==> src/rtl/idxmem_pkg.sv <==
package idxmem_pkg;
  localparam int unsigned ADDR_W = 16;
  localparam int unsigned BYTE_W = 8;
  localparam int unsigned CODE_W = 3;

  localparam logic [CODE_W-1:0] BASE_IX = 3'd0;
  localparam logic [CODE_W-1:0] BASE_IY = 3'd1;
  localparam logic [CODE_W-1:0] BASE_SP = 3'd2;
  localparam logic [CODE_W-1:0] BASE_HL = 3'd3;
  localparam logic [CODE_W-1:0] BASE_BC = 3'd4;
  localparam logic [CODE_W-1:0] BASE_DE = 3'd5;

  localparam logic [CODE_W-1:0] REG_H   = 3'd4;
  localparam logic [CODE_W-1:0] REG_A   = 3'd6;
  localparam logic [CODE_W-1:0] REG_IMM = 3'd7;

  typedef struct packed {
    logic latchReq;  // capture request at acceptance
    logic capLo;     // store first byte read
    logic capHi;     // store second byte read
    logic useHi;     // drive second byte address/data
  } ctrl_strobe_t;
endpackage

==> src/rtl/idxmem_ctrl.sv <==
module idxmem_ctrl
  import idxmem_pkg::*;
(
  input  logic         clk,
  input  logic         rstN,
  input  logic         reqValid,
  input  logic         reqLegal,
  input  logic         wordQ,
  input  logic         storeQ,
  input  logic         memReady,
  output ctrl_strobe_t strobe,
  output logic         memValid,
  output logic         wbValid,
  output logic         done,
  output logic         err
);
  typedef enum logic [2:0] {S_IDLE, S_LO, S_HI, S_FIN, S_ERR} state_t;
  state_t stateQ, stateD;

  always_ff @(posedge clk) begin
    if (!rstN) stateQ <= S_IDLE;
    else       stateQ <= stateD;
  end

  always_comb begin
    stateD   = stateQ;
    strobe   = '0;
    memValid = 1'b0;
    wbValid  = 1'b0;
    done     = 1'b0;
    err      = 1'b0;
    unique case (stateQ)
      S_IDLE: if (reqValid) begin
        if (reqLegal) begin
          strobe.latchReq = 1'b1;
          stateD = S_LO;
        end else begin
          stateD = S_ERR;
        end
      end
      S_LO: begin
        memValid = 1'b1;
        if (memReady) begin
          strobe.capLo = 1'b1;
          stateD = wordQ ? S_HI : S_FIN;
        end
      end
      S_HI: begin
        memValid     = 1'b1;
        strobe.useHi = 1'b1;
        if (memReady) begin
          strobe.capHi = 1'b1;
          stateD = S_FIN;
        end
      end
      S_FIN: begin
        done    = 1'b1;
        wbValid = !storeQ;
        stateD  = S_IDLE;
      end
      S_ERR: begin
        err    = 1'b1;
        stateD = S_IDLE;
      end
      default: stateD = S_IDLE;
    endcase
  end
endmodule

==> src/rtl/idxmem_dp.sv <==
module idxmem_dp
  import idxmem_pkg::*;
#(
  parameter int unsigned AW = ADDR_W,
  parameter int unsigned BW = BYTE_W
) (
  input  logic              clk,
  input  logic              rstN,
  input  ctrl_strobe_t      strobe,
  input  logic [CODE_W-1:0] reqBase,
  input  logic [BW-1:0]     reqDisp,
  input  logic              reqWord,
  input  logic              reqStore,
  input  logic [CODE_W-1:0] reqReg,
  input  logic              reqAlt,
  input  logic [BW-1:0]     reqImm,
  input  logic [AW-1:0]     regIx,
  input  logic [AW-1:0]     regIy,
  input  logic [AW-1:0]     regSp,
  input  logic [AW-1:0]     regHl,
  input  logic [AW-1:0]     regBc,
  input  logic [AW-1:0]     regDe,
  input  logic [BW-1:0]     regA,
  input  logic [BW-1:0]     memRdata,
  output logic              reqLegal,
  output logic              wordQ,
  output logic              storeQ,
  output logic [AW-1:0]     memAddr,
  output logic [BW-1:0]     memWdata,
  output logic [CODE_W-1:0] wbReg,
  output logic              wbAlt,
  output logic [2*BW-1:0]   wbData
);
  localparam int unsigned PAD_W = AW - BW;

  logic              isPair;
  logic [AW-1:0]     baseVal, dispExt, eaNext;
  logic [BW-1:0]     byteSrc;
  logic [2*BW-1:0]   dataNext;
  logic [AW-1:0]     eaQ;
  logic [2*BW-1:0]   dataQ;
  logic [CODE_W-1:0] regQ;
  logic              altQ;
  logic [BW-1:0]     rdLoQ, rdHiQ;

  assign isPair = (reqBase == BASE_BC) || (reqBase == BASE_DE);

  always_comb begin
    reqLegal = 1'b1;
    if (reqBase > BASE_DE)                                   reqLegal = 1'b0;
    if (isPair && (reqWord || reqReg != REG_A))              reqLegal = 1'b0;
    if (reqStore && reqAlt)                                  reqLegal = 1'b0;
    if (!reqWord && reqBase == BASE_SP)                      reqLegal = 1'b0;
    if (!reqWord && !reqStore && reqReg == REG_IMM)          reqLegal = 1'b0;
  end

  always_comb begin
    unique case (reqBase)
      BASE_IX: baseVal = regIx;
      BASE_IY: baseVal = regIy;
      BASE_SP: baseVal = regSp;
      BASE_HL: baseVal = regHl;
      BASE_BC: baseVal = regBc;
      BASE_DE: baseVal = regDe;
      default: baseVal = '0;
    endcase
    if (isPair)                 dispExt = '0;
    else if (reqBase == BASE_SP) dispExt = {{PAD_W{1'b0}}, reqDisp};
    else                        dispExt = {{PAD_W{reqDisp[BW-1]}}, reqDisp};
    eaNext = baseVal + dispExt;
  end

  always_comb begin
    unique case (reqReg)
      3'd0:    byteSrc = regBc[2*BW-1:BW];
      3'd1:    byteSrc = regBc[BW-1:0];
      3'd2:    byteSrc = regDe[2*BW-1:BW];
      3'd3:    byteSrc = regDe[BW-1:0];
      3'd4:    byteSrc = regHl[2*BW-1:BW];
      3'd5:    byteSrc = regHl[BW-1:0];
      3'd6:    byteSrc = regA;
      default: byteSrc = reqImm;
    endcase
    dataNext = reqWord ? regHl[2*BW-1:0] : {{BW{1'b0}}, byteSrc};
  end

  always_ff @(posedge clk) begin
    if (!rstN) begin
      eaQ <= '0; dataQ <= '0; regQ <= '0; altQ <= 1'b0;
      wordQ <= 1'b0; storeQ <= 1'b0; rdLoQ <= '0; rdHiQ <= '0;
    end else begin
      if (strobe.latchReq) begin
        eaQ    <= eaNext;
        dataQ  <= dataNext;
        regQ   <= reqWord ? REG_H : reqReg;
        altQ   <= reqAlt;
        wordQ  <= reqWord;
        storeQ <= reqStore;
        rdHiQ  <= '0;
      end
      if (strobe.capLo) rdLoQ <= memRdata;
      if (strobe.capHi) rdHiQ <= memRdata;
    end
  end

  assign memAddr  = strobe.useHi ? eaQ + AW'(1) : eaQ;
  assign memWdata = strobe.useHi ? dataQ[2*BW-1:BW] : dataQ[BW-1:0];
  assign wbReg    = regQ;
  assign wbAlt    = altQ;
  assign wbData   = {rdHiQ, rdLoQ};
endmodule

==> src/rtl/idxmem_seq.sv <==
module idxmem_seq
  import idxmem_pkg::*;
(
  input  logic        clk,
  input  logic        rstN,
  input  logic        reqValid,
  input  logic [2:0]  reqBase,
  input  logic [7:0]  reqDisp,
  input  logic        reqWord,
  input  logic        reqStore,
  input  logic [2:0]  reqReg,
  input  logic        reqAlt,
  input  logic [7:0]  reqImm,
  input  logic [15:0] regIx,
  input  logic [15:0] regIy,
  input  logic [15:0] regSp,
  input  logic [15:0] regHl,
  input  logic [15:0] regBc,
  input  logic [15:0] regDe,
  input  logic [7:0]  regA,
  output logic        memValid,
  output logic [15:0] memAddr,
  output logic        memWe,
  output logic [7:0]  memWdata,
  input  logic [7:0]  memRdata,
  input  logic        memReady,
  output logic        wbValid,
  output logic        wbWord,
  output logic [2:0]  wbReg,
  output logic        wbAlt,
  output logic [15:0] wbData,
  output logic        done,
  output logic        err
);
  ctrl_strobe_t strobe;
  logic reqLegal, wordQ, storeQ;

  idxmem_ctrl ctrl_i (
    .clk(clk), .rstN(rstN), .reqValid(reqValid), .reqLegal(reqLegal),
    .wordQ(wordQ), .storeQ(storeQ), .memReady(memReady), .strobe(strobe),
    .memValid(memValid), .wbValid(wbValid), .done(done), .err(err)
  );

  idxmem_dp #(.AW(ADDR_W), .BW(BYTE_W)) dp_i (
    .clk(clk), .rstN(rstN), .strobe(strobe),
    .reqBase(reqBase), .reqDisp(reqDisp), .reqWord(reqWord), .reqStore(reqStore),
    .reqReg(reqReg), .reqAlt(reqAlt), .reqImm(reqImm),
    .regIx(regIx), .regIy(regIy), .regSp(regSp), .regHl(regHl),
    .regBc(regBc), .regDe(regDe), .regA(regA), .memRdata(memRdata),
    .reqLegal(reqLegal), .wordQ(wordQ), .storeQ(storeQ),
    .memAddr(memAddr), .memWdata(memWdata), .wbReg(wbReg), .wbAlt(wbAlt),
    .wbData(wbData)
  );

  assign memWe  = memValid && storeQ;
  assign wbWord = wordQ;
endmodule

==> config.mk <==
export PLATFORM = sky130hd
export DESIGN_NAME = idxmem_seq
export DESIGN_NICKNAME = d
export VERILOG_FILES = /design/src/rtl/idxmem_pkg.sv /design/src/rtl/idxmem_ctrl.sv /design/src/rtl/idxmem_dp.sv /design/src/rtl/idxmem_seq.sv
export SDC_FILE = /design/constraint.sdc
export NUM_CORES = 1
export LEC_CHECK = 0
export ABC_CLOCK_PERIOD_IN_PS = 2610
export BUFFER_PORTS_ARGS = -buffer_cell sky130_fd_sc_hd__buf_2
export CORE_MARGIN = 8
export CORE_UTILIZATION = 45
export DETAILED_ROUTE_END_ITERATION = 12
export PLACE_DENSITY_LB_ADDON = 0.2
export RECOVER_POWER = 50
export SLEW_MARGIN = 20
export SYNTH_ARGS = -nofsm -noshare
export SYNTH_HDL_FRONTEND = slang
export SYNTH_HIERARCHICAL = 1
export SYNTH_SLANG_ARGS = --single-unit
==> constraint.sdc <==
create_clock -name clk -period 2.61 [get_ports clk]
set_input_delay 0.1305 -clock clk [delete_from_list [all_inputs] [get_ports clk]]
set_output_delay 0.1305 -clock clk [all_outputs]
set_load 0.005 [all_outputs]
Word-level counts from Yosys, hierarchy flattened:

Index checks and enable logic that the tools add are counted.

* input port bits: 141
* bits in registers: 57
* memory bits (read-only): 0
* memory bits (writable): 0
* latch bits: 0
* output and inout bits: 50
* word-level logic and storage cells: 80
* memories: 0

* divide/modulo/power cells: 0
* shift-type cells: 0
* $lt $le $gt $ge: 1
* equal/unequal tests: 20
* reduce and logical (&&, ||, !) cells: 17
* add/subtract/negate cells: 2
* bitwise gates (word level): 0
* $mul: 0
* multiplexer cells: 31

Operators by type and width (count)
* case mux 16 bit (6 select lines): 1
* 2-to-1 mux 16 bit: 4
* case mux 8 bit (7 select lines): 1
* 2-to-1 mux 8 bit: 3
* equality test 3 bit (second input constant): 7
* equality test 3 x 2 -> 1 bit (second input constant): 6
* adder 16 x 1 -> 16 bit (second input constant): 1
* adder 16 bit: 1
* 2-to-1 mux 1 bit: 15
* 2-to-1 mux 3 bit: 5
* equality test 3 x 1 -> 1 bit (second input constant): 3
* zero test 3 bit: 3
* case mux 3 bit (3 select lines): 1
* logical AND 1 bit: 6
* inequality test 2 bit (second input constant): 3
* > comparator 3 bit (second input constant): 1
* zero test 1 bit: 3
* inequality test 3 bit (second input constant): 1
* AND reduction 3 bit: 1
* logical OR 1 bit: 2
* 2-to-1 mux 2 bit: 1
* nonzero test 2 bit: 1
* OR reduction 2 bit: 1

Longest topological paths before layout:

Gate-level depths: netlist of run 1.

* word-level depth: 12
* mapped depth: 15
* mapped depth without buffers: 13

Modules after synthesis:

The synthesis of run 1 kept the hierarchy.

By module, submodules not included
* idxmem_dp: cells each 560, area an instance 4634.4 µm², seq. area each 1081.0 µm², times used 1
* idxmem_ctrl: cells each 25, area an instance 237.7 µm², seq. area each 60.1 µm², times used 1
* idxmem_seq: cells each 1, area an instance 6.3 µm², seq. area each 0.0 µm², times used 1

Worst setup path before layout of run 1:

Ideal clock, no wire load.

* path type: input port to flip-flop
* start: in reqBase[0]
* end: reg dp_i.eaQ[14]
* required time: 2.548 ns
* slack: -0.168 ns
* stages on the path: 15
* arrival time: 2.716 ns
* setup time: 0.062 ns
* buffers on the path: 2
* path through: buf_4 > and2_1 > clkbuf_1 > a22oi_1 > o22a_1 > o21ai_0 > ha_1 > inv_1 > fa_1 > nor2b_1 > o21bai_1 > a31oi_2 > o41ai_4 > a2111o_1 > nand3_1

* cells in the longest elaborated chain, start to end: 10
* elaborated cells on any way between the ends: 22
* those cells by class: add/sub (1); order compare (1); eq/ne (5); mux (11); reduce/logical (4)

Ends and longest elaborated chain
* from (decl): RTL line idxmem_seq.sv:7 `input logic [2:0] reqBase,`
* branches (longest 10 deep; another with adder 16 bit)
* to (signal assigned): RTL line idxmem_dp.sv:93 `eaQ <= eaNext;`
* to (decl): RTL line idxmem_dp.sv:40 `logic [AW-1:0] eaQ;`

Parallel ways; which one is timed is not known.
A chain may end at the register's enable or synchronous reset.

Worst setup path after layout of run 1:

* start: in reqBase[2]
* end: reg dp_i.eaQ[15]

Same word-level chain as after synthesis.

==> results of run 1 <==
[synth_stat cells (7+ instances only)]
cell type,count,share of area [%]
nor2_1,37,2.8
mux2i_1,30,6.2
ha_1,16,4.1
nor2b_1,51,6.5
xnor2_1,14,2.5
and2_1,12,1.5
a22oi_1,40,6.2
o22ai_1,12,1.5
a211oi_1,10,1.5
a21oi_1,27,2.8
inv_1,13,1.0
clkbuf_1,21,1.6
o221ai_1,8,1.4
dfxtp_1,57,23
nand3_1,20,2.1
xor2_1,9,1.6
a31oi_1,11,1.4
o21ai_0,28,2.9
nor3b_1,10,1.5
and3_1,7,0.90
mux2_2,26,6.0
buf_2,8,0.82
nand2_1,27,2.1
nand2b_1,7,0.90
[flip-flops by register name (all words and copies together), names as in the netlist]
register / count
ctrl_i/stateQ: 3
dp_i/wordQ: 1
dp_i/wbAlt: 1
dp_i/storeQ: 1
dp_i/wbReg: 3
dp_i/rdLoQ: 8
dp_i/dataQ: 16
dp_i/rdHiQ: 8
dp_i/eaQ: 16
[where the power goes]
group | switching [mW] | internal [mW] | total [mW]
Combinational | 0.512 | 0.495 | 1.01
Clock | 0.368 | 0.429 | 0.798
Sequential | 0.0421 | 0.915 | 0.958
[layer usage]
metal	track usage, %	vias to the layer above
met5	0	-
met4	12.3	2
met3	7.42	47
met2	42.8	233
met1	31.6	2542
li1	-	2669
[final cells by class]
class                           instances  area (µm²)
Multi-Input combinational cell        474        3500
Clock inverter                          6        60.1
Clock buffer                            9         124
Timing Repair Buffer                  267        1520
Tap cell                              140         175
Fill cell                            1030        4130
Sequential cell                        57        1140
Inverter                               13        48.8
[worst max-delay path by stage]
stage,from,to,slack [ps],depth (start not counted)
after floorplan,reqBase[2],dp_i/eaQ[14],-20,15
after global placement,reqBase[0],dp_i/eaQ[15],-200,12
after detailed placement,reqBase[2],dp_i/eaQ[10],-290,12
after CTS,reqBase[2],dp_i/eaQ[10],80,12
after global routing,reqBase[2],dp_i/eaQ[15],2,14
final,reqBase[2],dp_i/eaQ[15],130,12
[kinds of logic after synthesis]
kind of cell,count (synthesis),synth area share (%)
compound gates,176,25.3
xor+xnor,23,4.13
fa+ha+maj,17,4.51
buf+inv,55,5.77
flops,57,23.4
mux,61,14.5
simple gates,197,22.4
[metrics by stage]
| step | utilization (%) | hold WS, ps |
|---|---|---|
| after floorplan | - | 293 |
| after global placement | 59.6 | 394 |
| after detailed placement | 59.6 | 404 |
| after CTS | 61.3 | 20.3 |
| after global routing | 61.4 | 51.7 |
| final | 61.4 | 40.0 |
[worst reg2reg max path: cells and delay by family (launching register included)]
| family | cells | cell delay [ps] |
|---|---|---|
| buf+inv | 1 | 280 |
| flops | 1 | 520 |
| simple gates | 4 | 1020 |
| compound gates | 1 | 150 |
[what timing repair did]
item / CTS / global route
endpoints found under the setup margin: 0 / 9
resized for setup: 0 / 14
setup buffers: 0 / 2
[layout by cell type (no fill, tap or decap), types with 20 or more instances in the layout]
cell type  instances
clkbuf_1          26
buf_2            163
a22oi_1           38
mux2i_1           30
mux2_2            26
nand2_1           27
dfxtp_1           57
o21ai_0           27
nand3_1           20
buf_4             72
nor2b_1           48
a21oi_1           27
nor2_1            36
==> impl_metrics.csv, run 1 <==
group,metric,value,unit
run_status,status,"completed",
critical_path,cp_max_fo,9,
global_route,grt_pass1_wl,30300,µm
layout,drive_gt1_share,37.3,%
synth,synth_cell_types,64,
critical_path,critical_path_required,2840,ps
place,dp.cells,949,
critical_path,startpoint_type,"input pin",
synth,synthesis.area,4880,µm²
critical_path,end_kind,"register",
run,timing.max_cap.violations,0,
critical_path,reg2reg_depth,6,
place,dpl_cell_area,6370,µm²
pwr,vdd_drop_max,0.271,mV
drt,drt_first_pass_iters,5,
min_path,hp-class,"in -> reg",
layout,layout.nets,980,
sta,worst_slew_margin_rel,59.0,%
clock_network,cts_tree,"done",
clock_network,cts_buffer_depth,2,
layout,antennaDiodeCount,0,
drt,dr_wl_met3,1380,µm
critical_path,reg2reg_slack,540,ps
layout,finish.instance_area,6570,µm²
synth,synth_ff_type,"dfxtp_1",
floorplan,fp.dieW,120,µm
floorplan,dieHeight,120,µm
pwr,power,2.76,mW
global_route,grt_start_max_net_pins,52,
clock_network,ctsHoldBuffers,0,
global_route,grt_usage,26.3,%
drt,via_per_inst,5.69,
sta,post-route-period-util,94.9,%
floorplan,row_count,38,
clock_network,clock-root-buffer,"clkbuf_8",
drt,wl_per_cell,20.0,µm
synth,yosysSeqAreaShare,23.4,%
floorplan,start_util,45.6,%
min_path,holdPathEnd,"dp_i/rdHiQ[3]",
drt,wirelength,19300,µm
critical_path,crit_chain,"clkbuf_4 > mux2_2 > a22oi_1 > o221ai_1 > ha_1 > buf_4 > nand3_1 > a2111o_1 > and2_4 > o41ai_2 > xor2_1 > a21oi_1",
place,dp_hpwl,16100,µm
synth,ys_warn_count,6,
synth,ys_ff_latch,57,
clock_network,cts_buffers,9,
place,pre_cts_ws,-293,ps
drt,vias,5493,
clock_network,cts_htree_levels,3,
sta,fin_setup_tns,0,ps
pwr,powerDensity,421,nW/µm²
critical_path,r2r_start,"ctrl_i/stateQ[1]",
sta,clock_skew,10.9,ps
layout,fin_cells,966,
drt,wl_met2,8760,µm
min_path,min_from,"memRdata[3]",
critical_path,r2r_end,"dp_i/rdHiQ[7]",
critical_path,cp_top_family,"compound AO/OA/AOI/OAI gates",
layout,syn2layout_area_growth,34.6,%
synth,syn_avg_cell_area,8.32,µm²
drt,drtIter0Drc,258,
drt,post-route-drc-count,0,
critical_path,critical-path-max-stage-delay,400,ps
sta,grt_setup_unrepaired,"false",
synth,syn_inst,586,
critical_path,crit_type,"in -> reg",
sta,maxSlewViolCount,0,
sta,setup_viol,0,
synth,synth_edf_count,0,
critical_path,crit_buf_inv,2,
sta,period_needed,2480,ps
sta,fmax,0.404,GHz
synth,synthesis.nets,744,
sta,worst_slack,132,ps
critical_path,cp.arrival,2710,ps
drt,dr.max_layer_used,"met5",
clock_network,clock-sinks,57,
sta,tightest_slew,615,ps
min_path,hold_depth,3,
floorplan,coreArea,10700,µm²
pwr,leakagePower,2.92,nW
drt,met1Wirelength,8350,µm
floorplan,die_area,14400,µm²
global_route,antenna_found_initial,1,
critical_path,slowest_stage,"a2111o_1",
clock_network,clk_pin_slew,70,ps
place,place.port_buffers,190,
clock_network,insertion_delay,350,ps
sta,timing.final.hold_violations,0,
floorplan,num_io_pins,191,
place,gp_congestion,1.02,
global_route,grt-ovfl-total,0,
global_route,first_global_vias,5824,
drt,ant_nets,0,
synth,synth-async-reset-ratio,0,%
No activity file was read; power rests on OpenSTA's default activity.
==> run 2: changes to the inputs <==
--- a/config.mk
+++ b/config.mk
@@ -10,7 +10,7 @@
 export CORE_MARGIN = 8
 export CORE_UTILIZATION = 45
 export DETAILED_ROUTE_END_ITERATION = 12
-export PLACE_DENSITY_LB_ADDON = 0.2
+export PLACE_DENSITY = 0.78
 export RECOVER_POWER = 50
 export SLEW_MARGIN = 20
 export SYNTH_ARGS = -nofsm -noshare
==> run 2 against run 1 <==
  * Clock power grew 18%
  * Core utilization grew 0.13 points
  * Via count grew 3.2%
  * Combinational power barely moved
  * Sequential share of layout area is essentially flat
  * Worst setup slack lost 42 ps
  * Clock skew increased by 6.0 ps
  * Register-to-register slack worse by 60 ps
  * Design area is 0.21% higher
  * Highest routed layer is now met4
==> impl_metrics.csv, run 2 (synthesis gave the netlist of run 1 again) <==
group,metric,value,unit
critical_path,crit_chain,"clkbuf_4 > and2_1 > a22oi_1 > o22a_1 > o21ai_1 > ha_2 > inv_1 > fa_1 > nor2b_2 > o21bai_2 > a31oi_2 > o41ai_4 > a2111o_1 > nand3_1",
sta,tightest_slew,599,ps
global_route,grt_pass1_wl,30900,µm
pwr,powerDensity,445,nW/µm²
global_route,antenna_found_initial,0,
clock_network,clk_pin_slew,80,ps
sta,period_needed,2520,ps
critical_path,crit_path_start,"reqBase[2]",
sta,fmax,0.397,GHz
run_status,status,"completed",
critical_path,cp_top_family,"compound AO/OA/AOI/OAI gates",
drt,wirelength,20300,µm
clock_network,cts_htree_levels,3,
clock_network,clock-root-buffer,"clkbuf_8",
layout,syn2layout_area_growth,34.9,%
floorplan,die_area,14400,µm²
floorplan,row_count,38,
critical_path,crit_buf_inv,2,
layout,layout.nets,980,
sta,clock_skew,16.9,ps
critical_path,cp_max_fo,11,
place,dp_hpwl,17000,µm
drt,wl_per_cell,21.0,µm
critical_path,slowest_stage,"a2111o_1",
drt,vias,5668,
global_route,grt_usage,27.1,%
sta,post-route-period-util,96.6,%
clock_network,cts_tree,"done",
floorplan,num_io_pins,191,
sta,timing.final.hold_violations,0,
global_route,grt_start_max_net_pins,52,
critical_path,critical_path_required,2890,ps
global_route,grt-ovfl-total,0,
min_path,min_from,"memRdata[1]",
layout,layout_common_cells,"buf_2 (163), buf_4 (74), dfxtp_1 (57), nor2b_1 (48), a22oi_1 (40)",
clock_network,cts_setup_buffers,0,
place,place.port_buffers,190,
drt,via_per_inst,5.86,
layout,largest_registers,"dp_i/dataQ x16, dp_i/eaQ x16",
critical_path,startpoint_type,"input pin",
place,gp_congestion,1.05,
drt,drtIter0Drc,366,
sta,maxSlewViolCount,0,
sta,grt_setup_unrepaired,"false",
floorplan,dieHeight,120,µm
pwr,leakagePower,2.93,nW
layout,antennaDiodeCount,0,
critical_path,cp.arrival,2800,ps
floorplan,fp.dieW,120,µm
clock_network,insertion_delay,350,ps
critical_path,crit_type,"in -> reg",
clock_network,cts_buffer_depth,2,
pwr,vdd_drop_max,0.337,mV
critical_path,reg2reg_slack,480,ps
layout,final_common_cell,"buf_2",
min_path,hp-class,"in -> reg",
sta,setup_viol,0,
run,timing.max_cap.violations,0,
clock_network,cts_buffers,9,
layout,nFillCells,994,
critical_path,critical-path-max-stage-delay,440,ps
layout,drive_gt1_share,37.0,%
drt,post-route-drc-count,0,
sta,worst_slew_margin_rel,60.1,%
drt,ant_nets,0,
critical_path,r2r_start,"ctrl_i/stateQ[1]",
sta,whs,46.7,ps
floorplan,coreArea,10700,µm²
clock_network,clock-sinks,57,
floorplan,start_util,45.6,%
drt,drt_first_pass_iters,5,
critical_path,end_kind,"register",
global_route,first_global_vias,5728,
pwr,power,2.93,mW
## run 2: changes by cell type in the layout (fill, tap and decap cells not counted), moves of 2 or more
| cell | previous run | this run |
|---|---|---|
| a22oi_1 | 38 | 40 |
| a22oi_2 | 2 | 0 |
| and2_1 | 10 | 12 |
| buf_4 | 72 | 74 |
| buf_6 | 2 | 0 |
| clkbuf_4 | 2 | 4 |
| clkinv_2 | 3 | 0 |
| clkinv_4 | 0 | 2 |
| inv_6 | 0 | 2 |
## run 2: final cells by class
class	instances	area [µm²]	share of cell area, %
Tap cell	140	175	2.66
Clock buffer	9	124	1.88
Sequential cell	57	1140	17.3
Multi-Input combinational cell	474	3490	53.0
Clock inverter	7	103	1.56
Inverter	13	48.8	0.742
Timing Repair Buffer	267	1500	22.8
## run 2: final timing paths
path / endpoint / depth (start not counted)
hold / removal: dp_i/rdHiQ[1] / 3
setup / recovery: dp_i/eaQ[14] / 14
hold reg to reg: dp_i/eaQ[10] / 2
setup reg to reg: dp_i/rdHiQ[2] / 6
## run 2: routing by layer
layer / GRT usage, % / vias up / routed length [µm] / share of wire, %
li1: - / 2669 / - / -
met1: 34.1 / 2662 / 8510 / 42
met2: 44.3 / 301 / 9450 / 46
met3: 5.78 / 36 / 1740 / 8.5
met4: 10.5 / 0 / 639 / 3.1
met5: 0 / - / 0 / 0
## run 2: stage by stage
step | area [µm²] | instances | setup WS, ps | TNS [ps] | utilization, %
floorplan | 4910 | 586 | -17.9 | -17.9 | -
global placement | 6370 | 951 | -176 | -2010 | 59.6
detailed placement | 6370 | 951 | -298 | -3850 | 59.6
CTS | 6600 | 967 | 66.2 | 0 | 61.7
global route | 6580 | 967 | 7.67 | 0 | 61.5
finish | 6580 | 967 | 90.0 | 0 | 61.5
## run 2: worst register-to-register path, cell delays in order, from the launching register on
cell	delay, ps
dfxtp_1	500
nor3b_2	370
buf_4	290
and2_1	500
nor3b_1	140
a21oi_1	160
nor2b_1	70
## run 2: timing repair
action	4_1_cts	5_1_grt
hold buffers	0	0
endpoints found under the setup margin	0	8
resized for setup	0	8
## run 2: power breakdown
part / switching [mW] / total, mW / internal [mW]
combinational: 0.536 / 1.03 / 0.492
clock: 0.397 / 0.944 / 0.547
sequential: 0.0417 / 0.957 / 0.915
